==> config.mk <==
export PLATFORM = sky130hd
export DESIGN_NAME = i2c_rate_slave
export DESIGN_NICKNAME = d
export VERILOG_FILES = /design/src/rtl/i2c_rs_pkg.sv /design/src/rtl/i2c_rs_filter.sv /design/src/rtl/i2c_rs_engine.sv /design/src/rtl/i2c_rs_regfile.sv /design/src/rtl/i2c_rate_slave.sv
export SDC_FILE = /design/constraint.sdc
export NUM_CORES = 1
export LEC_CHECK = 0
export BUFFER_PORTS_ARGS = -buffer_cell sky130_fd_sc_hd__buf_4
export CAP_MARGIN = 10
export CORE_MARGIN = 2
export CORE_UTILIZATION = 55
export DETAILED_ROUTE_END_ITERATION = 6
export GPL_TIMING_DRIVEN = 0
export HOLD_SLACK_MARGIN = 0.15
export PLACE_DENSITY = 0.87
export REMOVE_ABC_BUFFERS = 1
export SYNTH_ARGS = -nofsm -noshare
export SYNTH_HDL_FRONTEND = slang
export SYNTH_SLANG_ARGS = --single-unit
==> constraint.sdc <==
create_clock -name clk -period 7.9 [get_ports clk]
set_input_delay 0.79 -clock clk [delete_from_list [all_inputs] [get_ports clk]]
set_output_delay 0.79 -clock clk [all_outputs]
set_load 0.005 [all_outputs]
==> src/rtl/i2c_rs_pkg.sv <==
package i2c_rs_pkg;
  localparam int BYTE_W    = 8;
  localparam int SAMPLE_W  = 16;
  localparam int N_AXES    = 3;
  localparam int DEVF_W    = 6;
  localparam logic [BYTE_W-1:0] REG_CTRL   = 8'h02;
  localparam logic [BYTE_W-1:0] REG_DEVADR = 8'h22;
  localparam logic [BYTE_W-1:0] OUT_FIRST  = 8'h0C;
  localparam logic [BYTE_W-1:0] OUT_LAST   = 8'h11;
  localparam logic [BYTE_W-1:0] PTR_RESET  = 8'h11;
  localparam logic [DEVF_W-1:0] DEVF_RESET = 6'h0F;
  localparam int OFF_BIT = 4;

  typedef enum logic [2:0] {
    ST_IDLE, ST_ADDR, ST_ADDR_ACK, ST_WR_BYTE, ST_WR_ACK, ST_RD_BYTE, ST_RD_ACK
  } eng_state_t;

  function automatic logic [BYTE_W-1:0] ptr_step(input logic [BYTE_W-1:0] p);
    return (p == OUT_FIRST) ? OUT_LAST : p - 8'd1;
  endfunction

  function automatic logic in_out_range(input logic [BYTE_W-1:0] p);
    return (p >= OUT_FIRST) && (p <= OUT_LAST);
  endfunction
endpackage

==> src/rtl/i2c_rs_filter.sv <==
module i2c_rs_filter #(
  parameter int LEN = 3
) (
  input  logic clk,
  input  logic rst,
  input  logic pin_i,
  output logic lvl_o,
  output logic rise_o,
  output logic fall_o
);
  logic [1:0]     sync_q;
  logic [LEN-1:0] hist_q;
  logic           lvl_q, lvl_d1;

  always_ff @(posedge clk) begin
    if (rst) begin
      sync_q <= '1;
      hist_q <= '1;
      lvl_q  <= 1'b1;
      lvl_d1 <= 1'b1;
    end else begin
      sync_q <= {sync_q[0], pin_i};
      hist_q <= {hist_q[LEN-2:0], sync_q[1]};
      if (&hist_q)       lvl_q <= 1'b1;
      else if (~|hist_q) lvl_q <= 1'b0;
      lvl_d1 <= lvl_q;
    end
  end

  assign lvl_o  = lvl_q;
  assign rise_o = lvl_q & ~lvl_d1;
  assign fall_o = ~lvl_q & lvl_d1;
endmodule

==> src/rtl/i2c_rs_engine.sv <==
module i2c_rs_engine
  import i2c_rs_pkg::*;
(
  input  logic              clk,
  input  logic              rst,
  input  logic              en_i,
  input  logic              sda_lvl_i,
  input  logic              scl_rise_i,
  input  logic              scl_fall_i,
  input  logic              start_i,
  input  logic              stop_i,
  input  logic [6:0]        dev_addr_i,
  input  logic [BYTE_W-1:0] rd_data_i,
  output logic [BYTE_W-1:0] ptr_o,
  output logic              ptr_load_o,
  output logic              wr_en_o,
  output logic [BYTE_W-1:0] wr_addr_o,
  output logic [BYTE_W-1:0] wr_data_o,
  output logic              sda_oe_o
);
  eng_state_t        state;
  logic [3:0]        cnt;
  logic [BYTE_W-1:0] shreg, tx, ptr;
  logic              rw, first, mack;
  logic              rd_load, addr_done, addr_hit;

  assign addr_done = (state == ST_ADDR) && scl_fall_i && (cnt == 4'd8);
  assign addr_hit  = (shreg[7:1] == dev_addr_i);
  assign rd_load   = en_i && !stop_i && !start_i && scl_fall_i &&
                     (((state == ST_ADDR_ACK) && rw) || ((state == ST_RD_ACK) && mack));

  always_ff @(posedge clk) begin
    if (rst) begin
      state <= ST_IDLE;  cnt <= '0;  shreg <= '0;  tx <= '0;
      ptr <= PTR_RESET;  rw <= 1'b0; first <= 1'b0; mack <= 1'b0;
      sda_oe_o <= 1'b0;  ptr_load_o <= 1'b0; wr_en_o <= 1'b0;
      wr_addr_o <= '0;   wr_data_o <= '0;
    end else begin
      ptr_load_o <= 1'b0;
      wr_en_o    <= 1'b0;
      if (!en_i) begin
        state <= ST_IDLE;
        sda_oe_o <= 1'b0;
      end else if (stop_i) begin
        state <= ST_IDLE;
        sda_oe_o <= 1'b0;
      end else if (start_i) begin
        state <= ST_ADDR;
        cnt <= '0;
        sda_oe_o <= 1'b0;
      end else begin
        unique case (state)
          ST_IDLE: ;
          ST_ADDR, ST_WR_BYTE: begin
            if (scl_rise_i) begin
              shreg <= {shreg[6:0], sda_lvl_i};
              cnt   <= cnt + 4'd1;
            end else if (scl_fall_i && cnt == 4'd8) begin
              cnt <= '0;
              if (state == ST_WR_BYTE) begin
                state <= ST_WR_ACK;
                sda_oe_o <= 1'b1;
              end else if (addr_hit) begin
                state <= ST_ADDR_ACK;
                rw <= shreg[0];
                sda_oe_o <= 1'b1;
              end else begin
                state <= ST_IDLE;
              end
            end
          end
          ST_ADDR_ACK: begin
            if (scl_fall_i && !rw) begin
              state <= ST_WR_BYTE;
              first <= 1'b1;
              cnt <= '0;
              sda_oe_o <= 1'b0;
            end
          end
          ST_WR_ACK: begin
            if (scl_fall_i) begin
              sda_oe_o <= 1'b0;
              state <= ST_WR_BYTE;
              if (first) begin
                ptr <= shreg;
                ptr_load_o <= 1'b1;
                first <= 1'b0;
              end else begin
                wr_en_o <= 1'b1;
                wr_addr_o <= ptr;
                wr_data_o <= shreg;
              end
            end
          end
          ST_RD_BYTE: begin
            if (scl_fall_i) begin
              if (cnt == 4'd7) begin
                sda_oe_o <= 1'b0;
                state <= ST_RD_ACK;
                cnt <= '0;
              end else begin
                tx <= {tx[6:0], 1'b0};
                sda_oe_o <= ~tx[6];
                cnt <= cnt + 4'd1;
              end
            end
          end
          ST_RD_ACK: begin
            if (scl_rise_i) mack <= ~sda_lvl_i;
            else if (scl_fall_i && !mack) state <= ST_IDLE;
          end
          default: state <= ST_IDLE;
        endcase
        if (rd_load) begin
          tx <= rd_data_i;
          sda_oe_o <= ~rd_data_i[7];
          ptr <= ptr_step(ptr);
          cnt <= '0;
          state <= ST_RD_BYTE;
        end
      end
    end
  end

  assign ptr_o = ptr;


  idle_after_stop_chk: assert property (@(posedge clk) disable iff (rst)
    (stop_i && en_i) |=> (state == ST_IDLE && !sda_oe_o));

  quiet_when_off_chk: assert property (@(posedge clk) disable iff (rst)
    !en_i |=> !sda_oe_o);

  ptr_wrap_chk: assert property (@(posedge clk) disable iff (rst)
    (rd_load && ptr == OUT_FIRST) |=> (ptr == OUT_LAST));

  reject_addr_chk: assert property (@(posedge clk) disable iff (rst)
    (addr_done && !addr_hit && en_i && !start_i && !stop_i) |=> (state == ST_IDLE && !sda_oe_o));

  drive_slot_chk: assert property (@(posedge clk) disable iff (rst)
    sda_oe_o |-> (state == ST_ADDR_ACK || state == ST_WR_ACK || state == ST_RD_BYTE));
endmodule

==> src/rtl/i2c_rs_regfile.sv <==
module i2c_rs_regfile
  import i2c_rs_pkg::*;
(
  input  logic                       clk,
  input  logic                       rst,
  input  logic                       wr_en_i,
  input  logic [BYTE_W-1:0]          wr_addr_i,
  input  logic [BYTE_W-1:0]          wr_data_i,
  input  logic                       ptr_load_i,
  input  logic [BYTE_W-1:0]          ptr_i,
  input  logic [N_AXES*SAMPLE_W-1:0] rate_i,
  output logic [BYTE_W-1:0]          rd_data_o,
  output logic [DEVF_W-1:0]          devf_o,
  output logic                       en_o
);
  localparam int HALF = SAMPLE_W / 2;

  logic [BYTE_W-1:0]   ctrl_q;
  logic [DEVF_W-1:0]   devf_q;
  logic [SAMPLE_W-1:0] snap [N_AXES];
  logic                snap_en;
  logic [BYTE_W-1:0]   idx;

  assign snap_en = ptr_load_i && in_out_range(ptr_i);

  always_ff @(posedge clk) begin
    if (rst) begin
      ctrl_q <= '0;
      devf_q <= DEVF_RESET;
    end else if (wr_en_i) begin
      if (wr_addr_i == REG_CTRL)   ctrl_q <= wr_data_i;
      if (wr_addr_i == REG_DEVADR) devf_q <= wr_data_i[DEVF_W-1:0];
    end
  end

  for (genvar g = 0; g < N_AXES; g++) begin : g_axis
    always_ff @(posedge clk) begin
      if (rst)          snap[g] <= '0;
      else if (snap_en) snap[g] <= rate_i[g*SAMPLE_W +: SAMPLE_W];
    end

    snap_hold_chk: assert property (@(posedge clk) disable iff (rst)
      !snap_en |=> $stable(snap[g]));
  end

  assign idx = ptr_i - OUT_FIRST;

  always_comb begin
    rd_data_o = '0;
    if (ptr_i == REG_CTRL)        rd_data_o = ctrl_q;
    else if (ptr_i == REG_DEVADR) rd_data_o = {{(BYTE_W-DEVF_W){1'b0}}, devf_q};
    else if (in_out_range(ptr_i)) begin
      for (int a = 0; a < N_AXES; a++) begin
        if (idx[2:1] == a[1:0])
          rd_data_o = idx[0] ? snap[a][SAMPLE_W-1:HALF] : snap[a][HALF-1:0];
      end
    end
  end

  assign devf_o = devf_q;
  assign en_o   = ~ctrl_q[OFF_BIT];
endmodule

==> src/rtl/i2c_rate_slave.sv <==
module i2c_rate_slave
  import i2c_rs_pkg::*;
#(
  parameter int FILT_LEN = 3
) (
  input  logic                clk,
  input  logic                rst,
  input  logic                scl_i,
  input  logic                sda_i,
  output logic                sda_oe_o,
  input  logic                addr_pin_i,
  input  logic [SAMPLE_W-1:0] rate_x_i,
  input  logic [SAMPLE_W-1:0] rate_y_i,
  input  logic [SAMPLE_W-1:0] rate_z_i
);
  logic scl_lvl, scl_rise, scl_fall;
  logic sda_lvl, sda_rise, sda_fall;
  logic start_ev, stop_ev, en;
  logic [DEVF_W-1:0] devf;
  logic [BYTE_W-1:0] ptr, rd_data, wr_addr, wr_data;
  logic ptr_load, wr_en, pin_q;

  always_ff @(posedge clk) begin
    if (rst) pin_q <= 1'b0;
    else     pin_q <= addr_pin_i;
  end

  i2c_rs_filter #(.LEN(FILT_LEN)) u_scl_flt (
    .clk(clk), .rst(rst), .pin_i(scl_i),
    .lvl_o(scl_lvl), .rise_o(scl_rise), .fall_o(scl_fall));

  i2c_rs_filter #(.LEN(FILT_LEN)) u_sda_flt (
    .clk(clk), .rst(rst), .pin_i(sda_i),
    .lvl_o(sda_lvl), .rise_o(sda_rise), .fall_o(sda_fall));

  assign start_ev = sda_fall & scl_lvl;
  assign stop_ev  = sda_rise & scl_lvl;

  i2c_rs_engine u_eng (
    .clk(clk), .rst(rst), .en_i(en), .sda_lvl_i(sda_lvl),
    .scl_rise_i(scl_rise), .scl_fall_i(scl_fall),
    .start_i(start_ev), .stop_i(stop_ev),
    .dev_addr_i({devf, pin_q}), .rd_data_i(rd_data),
    .ptr_o(ptr), .ptr_load_o(ptr_load),
    .wr_en_o(wr_en), .wr_addr_o(wr_addr), .wr_data_o(wr_data),
    .sda_oe_o(sda_oe_o));

  i2c_rs_regfile u_regs (
    .clk(clk), .rst(rst), .wr_en_i(wr_en), .wr_addr_i(wr_addr),
    .wr_data_i(wr_data), .ptr_load_i(ptr_load), .ptr_i(ptr),
    .rate_i({rate_z_i, rate_y_i, rate_x_i}),
    .rd_data_o(rd_data), .devf_o(devf), .en_o(en));
endmodule

; ---- Yosys cells after proc, flatten, opt, wreduce, memory -nomap -nowiden
; Memories as Yosys holds them, arrays and structs flattened.
; Index checks and enable logic that the tools add are counted.
[word_totals]
inputBits = 53
register_bits = 81
mem_bits_rw = 48
output_inout_bits = 1
memories = 1
[memory_table]
columns = name, depth, word_bits, rd, rd_clocked_by_memory_dff, write_ports, line_no
row1 = u_regs.snap, 3, 16, 3, 0, 3, i2c_rs_regfile.sv:20  ; logic [SAMPLE_W-1:0] snap [N_AXES];
[classes]
n_mux = 61
n_reduce_logical = 50
n_addsub = 3
n_eq_ne = 45
n_lt_le_gt_ge = 2
bitwise = 24
[ops]
columns = operator, count
row1 = $mux 8, 14
row2 = $mux 16, 3
row3 = $mux 3, 10
row4 = $reduce_and 6->1, 5
row5 = $mux 4, 7
row6 = $mux 7, 4
row7 = $reduce_and 9->1, 3
row8 = $ne 4x1->1 const B, 5
row9 = $mux 1, 18
row10 = $pmux 3 s6, 1
row11 = $eq 8x2->1 const B, 2
row12 = $eq 8x6->1 const B, 2
row13 = $ne 4x2->1 const B, 4
row14 = $ne 3x1->1 const B, 5
row15 = $not 1->1, 15
row16 = $ne 2x1->1 const B, 6
row17 = $ne 3x2->1 const B, 4
row18 = $pmux 4 s3, 1
row19 = $logic_and 1x1->1, 11
row20 = $reduce_and 5->1, 2
row21 = $reduce_bool 2->1, 5
row22 = $reduce_bool 5->1, 2
row23 = $eq 3x3->1 const B, 3
row24 = $reduce_or 3->1, 3
row25 = other kinds (32), 50

; ---- Depth between registers and ports, before layout
; Gate-level depths: netlist of the first run.
[logic_depth]
word_depth = 10
depth_mapped = 11
mapped_depth_nobuf = 8

; ---- Hierarchy
; A second synthesis of the first run with hierarchy kept.
[unflattened]
cells_unflattened = 596
hier_area_um2 = 6237.2
[modules_own_cells]
columns = module, cells_per_inst, area_each_um2, instances
row1 = i2c_rs_regfile, 233, 2955.3, 1
row2 = i2c_rs_engine, 321, 2815.2, 1
row3 = i2c_rs_filter, 19, 210.2, 2
row4 = i2c_rate_slave, 4, 46.3, 1

; ---- Worst setup path before layout of the first run
; Ideal clock, no wire load.
[synth_timing]
path_type = register to register
start = register u_eng.ptr[0] (netlist: u_eng.ptr_o[0])
end = memory u_regs.snap[0][0] (enable)
path_buffers = 3
path_stages_with_launch = 9
slack_ns = 3.453
t_arrival_ns = 3.983
period_less_slack_ns = 4.447
cell_sequence = dfxtp_1 buf_2 buf_2 inv_1 ha_1 o211ai_1 a2111o_1 buf_2 o21bai_1
[synth_rtl]
columns = item, line_no
row1 = from (decl), i2c_rs_engine.sv:23  ; logic [BYTE_W-1:0] shreg, tx, ptr;
row2 = from (signal assigned), i2c_rs_engine.sv:85  ; ptr <= shreg;
row3 = from (signal assigned), i2c_rs_engine.sv:117  ; ptr <= ptr_step(ptr);
row4 = to (decl), i2c_rs_regfile.sv:20

==> results.md, run 1 <==
* Drt pass-1 iters at 6
* Reg2reg path depth at 5
* Synth Area per Inst at about 10 um^2
* Setup Buffers After CTS at 0
* Final cell count without fillers at 807
* Switching Fraction at between 20% and 30%
* Adder-cell share of the synthesized area at 1.235%
* DRT iter0 DRCs at 486
* Sequential share of the synthesized area at 50.38%
* Ys Warns at 0
* Ratio of cells with drive above 1 in the final layout at 18.44%
* Sequential power share at 45.8%
* Post-Route Setup TNS at 0 ns
* Most frequent cells in the layout: dfxtp_1, nand2_1, buf_4
* I/O pins at 54
* Post-Synth Simple-Gate Area at 22.51%
* Mux cell area share after synthesis at roughly 7.7%
* Clock Latency Late Sink at 0.54 ns
* Clock Pin Slew Worst Setup and Hold Paths at 0.06 ns
* Die Ht at 109.1 um
* FF-to-FF setup slack at ~4.5 ns
* Main combinational cell family by area after synthesis: simple AND/OR/NAND/NOR gates
* Top FF cell, synth: dfxtp_1
* Die Width at 109.1 um
* Hold endpoint: u_scl_flt.sync_q[1]$_SDFF_PP1_
* Wire length per cell at 17.22 um
* Crit end category: flip-flop
* Total gr overflow at 0
* CTS sink count at between 100 and 150
* DP Wirelength at 8749 um
* Final Util at 66.30%
* Starting Density at 56.33%
* Peak supply drop at 159.9 uV
* Worst-Margin Slew at approximately 1.1 ns
* HP Class: reg2reg
* Critical-path maximum fanout at 26
* Synth top area share at 26.67%
* Vias in the first global route at 4572
* Resized Gates After CTS at 0
* Core area at 10790 um^2
* Largest net degree at the start of global routing at 81
* Hold Startpoint: u_scl_flt.sync_q[0]$_SDFF_PP1_
* Synthesized instance count at 616
* Synth async-reset ratio at 0%
* Total GRT Usage at around a quarter
* # rows at 38
* Net Switching at 329.8 uW
* Most common cell after layout, fill and taps aside: dfxtp_1
* Routed Antenna Nets at 0
* H-tree depth at 4
* Synth Register Bits at roughly 130
* Final wirelength at 13890 um
* Fin crit period at 3.361 ns
* I/O Buffers at 53
* Fin. Hold Viols at 0
* Post-synth EDFFs at 48
* Clock buffer depth at 2
* Setup Crit Path Kind: reg2reg
* R2r endpoint: u_regs.snap[2][11]$_SDFFCE_PN0P_
* Logic pwr share at 3.0%
* Final Wtd Congestion at 0.8556
* Vias/cell at 5.959
* Synth area leader: dfxtp_1
* Setup repair after global routing missed its margin: false
* Via count at 4809
* P_leak at 0.002675 uW
* Final Setup Violations at 0
* DRC at 0
* Pins Over Slew Limit at 0
* Max-Cap Viols at 0
* # diodes at 0
* Final period utilization at ~43%
* Num CTS Buffers at 17
* Initial antenna violation count at 0
* P_int at 1207 uW
* Max frequency at 297.5 MHz
* Final Instance Area at roughly 7200 um^2
* Pwr per Cell Area at about 210 nW/um^2
* Clk root buf: clkbuf_8
* Die ar. at 11910 um^2
* Final net count at between 700 and 800
* Synth Area in Compound Gates at between 10% and 20%
* Unique masters post-synth at 65
* Worst EP arrival at 3.60 ns
* Worst clock skew at 0.007580 ns
* Worst relative slew slack at 25.20%
* TritonCTS clock tree: yes
* Area Growth Syn to Fin at 17.70%
* Placed cells at 774
* Area contributors post-synth: dfxtp_1, edfxtp_1, and2_1
* Critical Path Start Type: flip-flop
* Netlist Area Pre-Place at around 6100 um^2
* Synth Area in XOR/XNOR at 1.153%
* Clock power frac at approximately half
* Worst Path Required at 8.14 ns
* Placed cell areas at 6533 um^2
* Final WS setup at 4.539 ns
* Status: complete, no violations
* DP Worst Slack at between 4 and 5 ns
* Hold depth at 1
* Reg2reg start: u_eng.ptr_o[0]$_SDFFE_PP1P_
* First-pass GRT wire length at 21860 um
* Hold_buf cts at 0
[stage by stage]
stage	hold WS, ns	total power [uW]
finish	0.4063	1537
global route	0.4269	1577
CTS	0.4089	1544
detailed placement	0.3953	763.4
global placement	0.3906	760.2
floorplan	0.3895	732.1
[power by group through the flow]
stage               Sequential, uW  Combinational, uW  Clock, uW
global route                   705               48.9        823
global placement               719               41.6          0
detailed placement             719               44.9          0
finish                         704               45.5        787
CTS                            704               45.6        795
floorplan                      717               14.8          0
[layer usage]
| metal | wire length (um) | vias up | global-route usage [%] |
|---|---|---|---|
| met2 | 6930 | 227 | 40.28 |
| met3 | 1004 | 29 | 7.770 |
| met5 | 0 | - | 0 |
| li1 | - | 2285 | - |
| met4 | 280 | 0 | 9.158 |
| met1 | 5679 | 2268 | 29.84 |
[state kept, by name (all words and copies together) (netlist names), 3 cells and up]
name	count
u_eng.wr_addr_o	8
u_eng.tx	7
u_eng.wr_data_o	8
u_sda_flt.hist_q	3
u_eng.cnt	4
u_eng.state	3
u_regs.ctrl_q	8
u_scl_flt.hist_q	3
u_eng.ptr_o	8
u_eng.shreg	8
u_regs.devf_o	6
u_regs.snap	48
[logic make-up after synthesis]
family                     after synthesis
and+or+nand+nor                        259
DFF                                    129
AOI/OAI and AO/OA                      126
buffers and inverters                   51
muxes                                   37
xor gates and xnor gates                 8
adders and majority gates                6
[worst max path at each step]
stage	from	to	slack (ns)	depth (start not counted)
after CTS	u_eng.ptr_o[0]$_SDFFE_PP1P_	u_regs.snap[2][9]$_SDFFCE_PN0P_	4.32	5
final	u_eng.ptr_o[0]$_SDFFE_PP1P_	u_regs.snap[2][11]$_SDFFCE_PN0P_	4.54	5
after global routing	u_eng.ptr_o[0]$_SDFFE_PP1P_	u_regs.snap[2][4]$_SDFFCE_PN0P_	4.31	5
after floorplan	u_eng.ptr_o[0]$_SDFFE_PP1P_	u_regs.snap[0][0]$_SDFFCE_PN0P_	3.41	4
after global placement	u_eng.ptr_o[0]$_SDFFE_PP1P_	u_regs.snap[1][11]$_SDFFCE_PN0P_	2.36	4
after detailed placement	u_eng.ptr_o[0]$_SDFFE_PP1P_	u_regs.snap[2][9]$_SDFFCE_PN0P_	4.39	5
[layout make-up]
type / count / area (um^2)
fillers: 748 / 3637
flip-flops and latches: 129 / 3063
multi-input cells: 436 / 2813
clock buffers: 17 / 414.1
inverters: 15 / 56.30
well taps: 140 / 175.2
repair buffers: 55 / 452.9
clock inverters: 15 / 181.4
[worst max-delay path: stages, from the launching register on]
cell and delay [ns]:
dfxtp_1 1.06, ha_1 0.28, o211ai_1 0.10, a2111o_1 0.63, o21bai_4 0.71, buf_16 0.26
[synth_stat cells (all sizes together) (6+ instances only)]
cell type / instances
mux2: 7
dfxtp: 81
a21oi: 46
nor3: 14
nor2: 54
nand2b: 6
mux2i: 23
ha: 6
edfxtp: 48
buf: 11
o211ai: 6
a22oi: 7
o22ai: 6
inv: 15
nor2b: 9
nand3: 13
nand4: 6
nor4: 6
o21ai: 17
or2: 12
nand2: 65
and2: 48
mux4: 7
a211o: 6
clkbuf: 25
No activity file was read; power rests on OpenSTA's default activity.
==> inputs of run 2 (changes only) <==
CORE_UTILIZATION = 54   (was 55)
PLACE_DENSITY = 0.88   (was 0.87)
clock period = 2.9 ns   (was 7.9 ns; I/O delays follow)
==> results.md, run 2 (same netlist as run 1, synthesis figures left out) <==
* Status: complete, no violations
* First-pass GRT wire length at 24770 um (+13%)
* Worst Path Required at 3.18 ns (-4.96 ns)
* P_int at 3267 uW (+170%)
* I/O Buffers at 53 (unchanged)
* Largest net degree at the start of global routing at 84 (+3.7%)
* Hold depth at 2 (+1)
* Crit end category: flip-flop
* Worst-Margin Slew at 0.9752 ns (-0.1453 ns)
* Final Instance Area at 7475 um^2 (+4.5%)
* Top Usage Layer GRT: met2
* Critical-path maximum fanout at 16 (-38%)
* Clock buffer depth at 2 (unchanged)
* Pwr per Cell Area at 561.3 nW/um^2 (+160%)
* Final Util at 68.35% (+2.1 points)
* Placed cell areas at 6525 um^2 (-0.11%)
* Clk root buf: clkbuf_16
* Total GRT Usage at 27.20% (+2.8 points)
* Worst relative slew slack at 34.90% (+9.7 points)
* Clock power frac at 50.5% (-0.7 points)
* I/O pins at 54 (unchanged)
* GR Util met1 at 32.42% (+2.6 points)
* Routed Antenna Nets at 0 (unchanged)
* Clock Latency Late Sink at 0.42 ns (-0.12 ns)
* Wire length per cell at 18.37 um (+6.7%)
* Met2 usage at 47.02% (+6.7 points)
* Final cell count without fillers at 838 (+3.8%)
* Die ar. at 12120 um^2 (+1.8%)
* Pins Over Slew Limit at 0 (unchanged)
* Switching Fraction at 22.13% (+0.67 points)
* P_leak at 0.002796 uW (+4.5%)
* Setup Crit Path Kind: reg2reg
* Worst clock skew at 0.009051 ns (+0.001471 ns)
* # rows at 38 (unchanged)
* Total gr overflow at 0 (unchanged)
* Global Route met3 Usage at 6.408% (-1.4 points)
* Worst EP arrival at 3.00 ns (-0.60 ns)
* DRT iter0 DRCs at 427 (-12%)
* Placed cells at 774 (unchanged)
* Most common cell after layout, fill and taps aside: dfxtp_1
* Final period utilization at 93.82% (+51 points)
* Via count at 4998 (+3.9%)
* Most frequent cells in the layout: dfxtp_1, nand2_1, buf_4
* Final WS setup at 0.1793 ns (-4.360 ns)
* Max-Cap Viols at 0 (unchanged)
* TritonCTS clock tree: yes
* Final Wtd Congestion at 0.8751 (+2.3%)
* Logic pwr share at 3.8% (+0.8 points)
* Setup repair after global routing missed its margin: false
* Core area at 10940 um^2 (+1.3%)
* CTS sink count at 129 (unchanged)
* Pwr Total at 4196 uW (+170%)
* Area Growth Syn to Fin at 22.95%
* Critical Path Start Type: flip-flop
* H-tree depth at 4 (unchanged)
* Sequential power share at 45.7% (about the same)
* Ratio of cells with drive above 1 in the final layout at 18.91% (+0.47 points)
* Die Width at 110.1 um (+0.89%)
* Vias/cell at 5.964 (about the same)
* # diodes at 0 (unchanged)
* Number of flip-flops in the largest register at 48 (unchanged)
* DP Worst Slack at -0.6840 ns (-5.070 ns)
* Die Ht at 110.1 um (+0.89%)
* Peak supply drop at 443.5 uV (+180%)
* Final Setup Violations at 0 (unchanged)
* Fin crit period at 2.721 ns (-0.6403 ns)
* DP Wirelength at 8777 um (+0.31%)
* Num CTS Buffers at 17 (unchanged)
* DRC at 0 (unchanged)
* Drt pass-1 iters at 5 (-1)
* Final net count at 745 (+4.5%)
* Initial antenna violation count at 0 (unchanged)
* HP Class: in2reg
* Reg2reg path depth at 6 (+1)
* Vias in the first global route at 4997 (+9.3%)
* Final wirelength at 15390 um (+11%)
* Biggest register: u_regs.snap
* Fin. Hold Viols at 0 (unchanged)
* Clock Pin Slew Worst Setup and Hold Paths at 0.06 ns (about the same)
* Net Switching at 928.4 uW (+180%)
* Max frequency at 367.6 MHz (+24%)
* Starting Density at 55.59% (-0.73 points)
run 2: cell types whose count changed in the layout (fill, tap and decap cells not counted), moves of 2 or more:
cell / before / now
dlygate4sd3_1: 0 / 28
nor3_4: 1 / 4
buf_12: 0 / 2
buf_16: 2 / 0
clkinv_1: 2 / 0
dfxtp_1: 81 / 79
inv_6: 3 / 5
run 2: through the flow:
step / TNS (ns) / hold WS, ns
floorplan: -76.55 / 0.3591
global placement: -147.78 / 0.3920
detailed placement: -45.92 / 0.3948
CTS: 0 / 0.1501
global route: 0 / 0.1540
finish: 0 / 0.1499
run 2: power by group through the flow:
stage,sequential (uW),clock (uW),combinational [uW]
3_3_place_gp,1960,0,112
4_1_cts,1920,2120,154
5_1_grt,1920,2210,172
6_report,1920,2120,160
2_1_floorplan,1950,0,40.4
3_5_place_dp,1960,0,121
run 2: routing by layer:
| metal | share of wire (%) | routed length (um) |
|---|---|---|
| met1 | 39 | 6038 |
| met2 | 52 | 8003 |
| met3 | 6.4 | 987 |
| met4 | 2.3 | 361 |
| met5 | 0 | 0 |
run 2: repair_timing:
item	4_1_cts	5_1_grt
hold buffers	27	1
pin swaps	3	1
hold endpoints to repair	27	1
buffers inserted	1	1
gates resized for setup	5	3
gates cloned	3	0
setup endpoints to repair	104	43
run 2: critical path: stages (launching register included):
cell,delay [ns]
dfxtp_2,0.44
inv_1,0.26
ha_1,0.30
o211ai_1,0.11
a2111o_2,0.71
nor3_4,0.53
and2_1,0.24
run 2: worst paths after layout:
path	startpoint	to	slack, ns
worst min-delay path	rate_x_i[5]	u_regs.snap[0][5]$_SDFFCE_PN0P_	0.15
worst max-delay path	u_eng.ptr_o[1]$_SDFFE_PP0P_	u_regs.snap[0][0]$_SDFFCE_PN0P_	0.18
worst min register to register	u_scl_flt.sync_q[0]$_SDFF_PP1_	u_scl_flt.sync_q[1]$_SDFF_PP1_	0.41
worst max register to register	u_eng.ptr_o[1]$_SDFFE_PP0P_	u_regs.snap[0][0]$_SDFFCE_PN0P_	0.18
run 2: final cells by class:
class | instances | area, um^2
clock buffer | 17 | 425.4
tap | 140 | 175.2
fill | 786 | 3461
sequential | 129 | 3068
clock inverter | 14 | 156.4
multi-input combinational | 439 | 2868
timing repair buffer | 84 | 725.7
inverter | 15 | 56.30
